--- src/rtl/adcsm_pkg.sv ---
package adcsm_pkg;
   localparam int unsigned CFG_W    = 8;
   localparam int unsigned LEN_LSB  = 8;
   localparam int unsigned LEN_W    = 6;
   localparam int unsigned EN_BIT   = 14;
   localparam int unsigned BUSY_BIT = 26;

   typedef struct packed {
      logic [CFG_W-1:0] cfg;
      logic [LEN_W-1:0] len;
   } adcsm_cmd_t;

   typedef enum logic {
      ST_IDLE = 1'b0,
      ST_RUN  = 1'b1
   } adcsm_state_e;
endpackage

--- src/rtl/adcsm_regif.sv ---
module adcsm_regif
   import adcsm_pkg::*;
#(
   parameter int unsigned ADDR_W   = 12,
   parameter int unsigned DATA_W   = 32,
   parameter int unsigned DATA_OFS = 12'h500,
   parameter int unsigned STAT_OFS = 12'h140
) (
   input  logic              reg_we,
   input  logic [ADDR_W-1:0] reg_addr,
   input  logic [DATA_W-1:0] reg_wdata,
   input  logic              busy,
   input  logic [CFG_W-1:0]  rx_byte,
   output logic              start,
   output adcsm_cmd_t        cmd,
   output logic [DATA_W-1:0] reg_rdata
);
   localparam logic [ADDR_W-1:0] DATA_A = ADDR_W'(DATA_OFS);
   localparam logic [ADDR_W-1:0] STAT_A = ADDR_W'(STAT_OFS);

   initial begin
      if (DATA_W <= BUSY_BIT) $error("DATA_W too narrow for the busy bit");
      if (DATA_A == STAT_A)   $error("register offsets collide");
   end

   logic unused_wbits;
   assign unused_wbits = ^reg_wdata[DATA_W-1:EN_BIT+1];

   assign cmd.cfg = reg_wdata[CFG_W-1:0];
   assign cmd.len = reg_wdata[LEN_LSB +: LEN_W];

   assign start = reg_we && (reg_addr == DATA_A) && reg_wdata[EN_BIT]
                  && (cmd.len != '0) && !busy;

   always_comb begin
      reg_rdata = '0;
      if (reg_addr == DATA_A)      reg_rdata[CFG_W-1:0] = rx_byte;
      else if (reg_addr == STAT_A) reg_rdata[BUSY_BIT]  = busy;
   end
endmodule

--- src/rtl/adcsm_div.sv ---
module adcsm_div #(
   parameter int unsigned DIV_HALF = 4
) (
   input  logic clk,
   input  logic rst_n,
   input  logic run,
   output logic tick
);
   initial begin
      if (DIV_HALF < 1) $error("DIV_HALF must be at least 1");
   end

   generate
      if (DIV_HALF == 1) begin : g_direct
         assign tick = run;
      end else begin : g_count
         localparam int unsigned CNT_W = $clog2(DIV_HALF);
         localparam logic [CNT_W-1:0] LAST = CNT_W'(DIV_HALF - 1);
         logic [CNT_W-1:0] cnt;
         assign tick = run && (cnt == LAST);
         always_ff @(posedge clk or negedge rst_n) begin
            if (!rst_n)      cnt <= '0;
            else if (!run)   cnt <= '0;
            else if (tick)   cnt <= '0;
            else             cnt <= cnt + 1'b1;
         end
      end
   endgenerate
endmodule

--- src/rtl/adcsm_shift.sv ---
module adcsm_shift
   import adcsm_pkg::*;
(
   input  logic             clk,
   input  logic             rst_n,
   input  logic             start,
   input  adcsm_cmd_t       cmd,
   input  logic             neg_sel,
   input  logic             miso,
   input  logic             tick,
   output logic             busy,
   output logic             sclk,
   output logic             mosi,
   output logic [CFG_W-1:0] rx_byte
);
   adcsm_state_e     state;
   logic [CFG_W-1:0] tx_sr, rx_sr, rx_nxt;
   logic [LEN_W-1:0] bit_cnt;
   logic             neg_q;

   assign busy   = (state == ST_RUN);
   assign mosi   = busy & tx_sr[CFG_W-1];
   assign rx_nxt = {rx_sr[CFG_W-2:0], miso};

   always_ff @(posedge clk or negedge rst_n) begin
      if (!rst_n) begin
         state   <= ST_IDLE;
         sclk    <= 1'b0;
         tx_sr   <= '0;
         rx_sr   <= '0;
         rx_byte <= '0;
         bit_cnt <= '0;
         neg_q   <= 1'b0;
      end else begin
         case (state)
            ST_IDLE: begin
               if (start) begin
                  state   <= ST_RUN;
                  tx_sr   <= cmd.cfg;
                  rx_sr   <= '0;
                  bit_cnt <= cmd.len;
                  neg_q   <= neg_sel;
                  sclk    <= 1'b0;
               end
            end
            ST_RUN: begin
               if (tick) begin
                  if (!sclk) begin
                     sclk <= 1'b1;
                     if (!neg_q) rx_sr <= rx_nxt;
                  end else begin
                     sclk    <= 1'b0;
                     if (neg_q) rx_sr <= rx_nxt;
                     tx_sr   <= {tx_sr[CFG_W-2:0], 1'b0};
                     bit_cnt <= bit_cnt - 1'b1;
                     if (bit_cnt == LEN_W'(1)) begin
                        state   <= ST_IDLE;
                        rx_byte <= neg_q ? rx_nxt : rx_sr;
                     end
                  end
               end
            end
            default: state <= ST_IDLE;
         endcase
      end
   end
endmodule

--- src/rtl/adc_serial_master.sv ---
module adc_serial_master
   import adcsm_pkg::*;
#(
   parameter int unsigned ADDR_W   = 12,
   parameter int unsigned DATA_W   = 32,
   parameter int unsigned DATA_OFS = 12'h500,
   parameter int unsigned STAT_OFS = 12'h140,
   parameter int unsigned DIV_HALF = 4
) (
   input  logic              clk,
   input  logic              rst_n,
   input  logic              reg_we,
   input  logic [ADDR_W-1:0] reg_addr,
   input  logic [DATA_W-1:0] reg_wdata,
   output logic [DATA_W-1:0] reg_rdata,
   input  logic              ext_mode,
   input  logic              neg_edge,
   input  logic              miso_i,
   output logic              sclk_o,
   output logic              mosi_o,
   output logic              cs_n_o
);
   initial begin
      if (ADDR_W < 12) $error("ADDR_W must reach the register offsets");
   end

   logic             start, busy, tick;
   adcsm_cmd_t       cmd;
   logic [CFG_W-1:0] rx_byte;

   adcsm_regif #(
      .ADDR_W(ADDR_W), .DATA_W(DATA_W),
      .DATA_OFS(DATA_OFS), .STAT_OFS(STAT_OFS)
   ) u_regif (
      .reg_we(reg_we), .reg_addr(reg_addr), .reg_wdata(reg_wdata),
      .busy(busy), .rx_byte(rx_byte),
      .start(start), .cmd(cmd), .reg_rdata(reg_rdata)
   );

   adcsm_div #(.DIV_HALF(DIV_HALF)) u_div (
      .clk(clk), .rst_n(rst_n), .run(busy), .tick(tick)
   );

   adcsm_shift u_shift (
      .clk(clk), .rst_n(rst_n), .start(start), .cmd(cmd),
      .neg_sel(ext_mode & neg_edge), .miso(miso_i), .tick(tick),
      .busy(busy), .sclk(sclk_o), .mosi(mosi_o), .rx_byte(rx_byte)
   );

   assign cs_n_o = ~busy;
endmodule

--- config.mk ---
export PLATFORM = sky130hd
export DESIGN_NAME = adc_serial_master
export DESIGN_NICKNAME = d
export VERILOG_FILES = /design/src/rtl/adcsm_pkg.sv /design/src/rtl/adcsm_regif.sv /design/src/rtl/adcsm_div.sv /design/src/rtl/adcsm_shift.sv /design/src/rtl/adc_serial_master.sv
export SDC_FILE = /design/constraint.sdc
export NUM_CORES = 1
export LEC_CHECK = 0
export CAP_MARGIN = 30
export CORE_MARGIN = 2
export CORE_UTILIZATION = 40
export CTS_CLUSTER_SIZE = 8
export DETAILED_ROUTE_END_ITERATION = 12
export MAX_ROUTING_LAYER = met4
export PLACE_DENSITY = 0.78
export SKIP_CTS_REPAIR_TIMING = 1
export SYNTH_ARGS = -nofsm -noshare
export SYNTH_HDL_FRONTEND = slang
export SYNTH_SLANG_ARGS = --single-unit
--- constraint.sdc ---
create_clock -name clk -period 1.8 [get_ports clk]
set_input_delay 0.36 -clock clk [delete_from_list [all_inputs] [get_ports clk]]
set_output_delay 0.36 -clock clk [all_outputs]
set_load 0.02 [all_outputs]
==> metrics.md <==
| Metric | Value |
|---|---|
| Status | complete, but fails checks |
| Failing checks | setup timing |
| Diodes inserted | 0 |
| Number of nets in the layout | between 300 and 400 |
| Startpoint types | input pin |
| XOR/XNOR share of the synthesized area | 0.00806 |
| Area grow syn2layout | 32.9% |
| Residual DRC | 0 |
| Die height | between 70 and 80 um |
| Mapped cell area | ~0.0022 mm^2 |
| Die W | between 70 and 80 um |
| Worst Slack Setup Final | -0.0648 ns |
| Slowest cell on the critical path | nor4_4 |
| CP required | ~1.4 ns |
| CTS buffer count | 5 |
| R2R Setup Slk | around 0.20 ns |
| CP peak stage delay | 0.30 ns |
| Routability cong. | 0.777 |
| Endpoints failing setup | 8 |
| Comb pwr share | 0.141 |
| Pre-CTS setup slack | -0.896 ns |
| Post-Route WL | 4.50 mm |
| Sequential-to-total area share from yosys stat | 0.403 |
| Critical Path Start | reg_addr[9] |
| P per Cell Area | approximately 560 mW/mm^2 |
| Worst Hold Class | reg2reg |
| Clk pwr share | 0.349 |
| Count of final hold-check violations | 0 |
| Post-Synth Simple-Gate Area | 0.186 |
| Max-slew violations | 0 |
| Clock buffer depth | 2 |
| Io pins | 85 |
| Synth Area in Compound Gates | 0.147 |
| Main combinational cell family by area after synthesis | simple AND/OR/NAND/NOR gates |
| FFs w/ async S/R, synth | 1.00 |
| Initial DRC Count | between 100 and 150 |
| Worst-Skew Late Latency | between 0.2 and 0.3 ns |
| Count leader, synth | dfrtp_1 |
| Post-route minimum period | 1.86 ns |
| Clock Skews | approximately 0.01 ns |
| Tot Pwr | between 1.5 and 2 mW |
| CP endpoint | reg_rdata[6] |
| Gate Count Post-Synth | 209 |
| FP Rows | 26 |
| CP Cell Sequence | buf_6, nor4_4, nand3_2, nor3b_2, buf_4, and2_1, buf_6 |
| Post-DP HPWL | approximately 3.3 mm |
| CTS tree | built |
| Cell mode on critical path | buf_6 |
| CP max FO | 8 |
| First-pass GRT wire length | ~7.4 mm |
| Syn_area_per_cell | approximately 10 um^2 |
| Top cells by count, synth | 35 x dfrtp_1, 23 x buf_4, 21 x nor2_1 |
| Area contributors post-synth | dfrtp_1 40%, mux2_2 8.3%, buf_4 7.9% |
| Final worst-path cycle share | 1.04 |
| Sequential power share | 0.510 |
| Detailed-route via count | between 1500 and 2000 |
| Post-synthesis adder-cell area fraction | 0.0173 |
| Worst reg2reg path depth | 5 |
| First-pass DRT Iterations | 4 |
| ANT nets after route | 0 |
| Critical Path End Type | output port |
| Layout cell share with drive strength beyond 1 | 0.305 |
| Post-synth EDFFs | 0 |
| Clock-pin slew on the worst setup and hold paths | about 0.070 ns |
| Drt wl/cell | between 10 and 15 um |
| Total global-route track usage | 0.155 |
| Switch share | 0.247 |
| WP data arrival | around 1.5 ns |
| RR Startpoint | u_div.g_count.cnt[0] |
| RSZ-0062 raised after global routing | true |
| Placeable Area | between 0.005 and 0.006 mm^2 |
| Vias per cell | roughly 5.0 |
| Yosys top cell area share | 0.403 |
| Max-cap violations | 0 |
| IO buf count | 44 |
| Synth cell types | 45 |
| Full die area | 0.00604 mm^2 |
| Vias in the first global route | 1609 |
| NetSw | about 0.40 mW |
| Clk sink count | 35 |
| H-tree Lvls | 2 |
| Dominant synthesized flop cell | dfrtp_1 |
| FF-to-FF End | u_shift.rx_byte[4] |
| Grt ovf | 0 |
| Mux cell area share after synthesis | 0.124 |
| Synth Register Bits | 35 |
| Initial antenna violation count | 0 |
| Peak supply drop | between 500 and 600 uV |
| Clk Tree Root Cell | clkbuf_8 |
| Top cell type by total area after synthesis | dfrtp_1 |
| Max frequency | roughly 540 MHz |
| Yosys Warn Count | 0 |
| Pleak | about 1.4 nW |
| Fill count | around 450 |
| Starting density of the core | 0.420 |
| Largest net degree at the start of global routing | 36 |
| Crit Path Class | in2out |
| Pint | around 1.2 mW |
-- worst min path at each step --
stage                                    start                   end  slack, ns  cells after the start
after floorplan                          rst_n  u_div.g_count.cnt[0]       0.06                      0
after global placement    u_div.g_count.cnt[0]  u_div.g_count.cnt[0]       0.42                      1
after detailed placement  u_div.g_count.cnt[0]  u_div.g_count.cnt[0]       0.43                      1
after CTS                 u_div.g_count.cnt[0]  u_div.g_count.cnt[0]       0.44                      1
after global routing      u_div.g_count.cnt[0]  u_div.g_count.cnt[0]       0.46                      1
final                     u_div.g_count.cnt[0]  u_div.g_count.cnt[0]       0.43                      1
-- critical path, delay by kind of cell --
kind                   cells  cell delay, ns
and+or+nand+nor            4            0.75
buffers and inverters      3            0.39
-- sequential cells by signal, indices dropped and copies added (netlist names) --
register,count
u_shift.bit_cnt,6
u_div.g_count.cnt,2
u_shift.tx_sr,8
u_shift.busy,1
u_shift.sclk,1
u_shift.rx_sr,8
u_shift.rx_byte,8
u_shift.neg_q,1
-- area by class of cell --
| type | instances | area, um^2 | share of cell area |
|---|---|---|---|
| Inverter | 5 | 18.8 | 0.00650 |
| Clock inverter | 1 | 5.00 | 0.00173 |
| Tap cell | 70 | 87.6 | 0.0303 |
| Multi-Input combinational cell | 158 | 1160 | 0.403 |
| Timing Repair Buffer | 70 | 652 | 0.226 |
| Clock buffer | 6 | 82.6 | 0.0286 |
| Sequential cell | 35 | 877 | 0.304 |
-- metal layers --
layer,up-vias,global-route usage,part of all wire
met2,63,0.248,0.48
met4,0,0.0518,0.014
met3,4,0.0291,0.055
met1,831,0.199,0.45
met5,-,-,0
li1,844,-,-
-- power by group through the flow --
stage,Combinational (mW),Clock [mW],Sequential (mW)
2_1_floorplan,0.143,0,0.840
3_3_place_gp,0.226,0,0.842
6_report,0.230,0.567,0.829
5_1_grt,0.249,0.610,0.832
4_1_cts,0.232,0.581,0.828
3_5_place_dp,0.230,0,0.843
-- cells by family after synthesis --
family	Yosys count
flops	35
other cells	1
simple gates	66
buf+inv	38
xor+xnor	2
compound gates	39
mux	25
fa+ha+maj	3
-- metrics by stage --
stage	std cells	instance area, um^2	setup TNS (ns)	hold WS [ns]	utilization
2_1_floorplan	231	2250	0	0.0644	-
3_3_place_gp	337	2750	-13.43	0.418	0.531
3_5_place_dp	337	2750	-14.24	0.432	0.531
4_1_cts	344	2830	-7.85	0.442	0.548
5_1_grt	345	2890	-1.05	0.456	0.558
6_report	345	2890	-0.330	0.435	0.558
-- placed cells by master, fill, tap and decap left out, types with 2 or more instances in the layout --
cell type and instances:
mux2_2 16, nand3_1 3, o21ai_0 10, o221a_2 4
nor4_4 2, nor3_1 3, buf_4 26, dfrtp_1 34
dlymetal6s2s_1 7, nor2_1 21, clkbuf_2 3, o221a_1 7
and3_1 4, nand2_1 8, conb_1 23, buf_6 11
clkdlybuf4s50_1 23, and2_1 2, o211ai_1 2, nand3b_1 2
clkbuf_8 6, nand4_1 3, mux2i_1 9, and2_4 7
a21oi_1 2, inv_1 5, o2bb2ai_1 7, ha_1 3
Note: power is estimated with default switching activity, not from simulation.
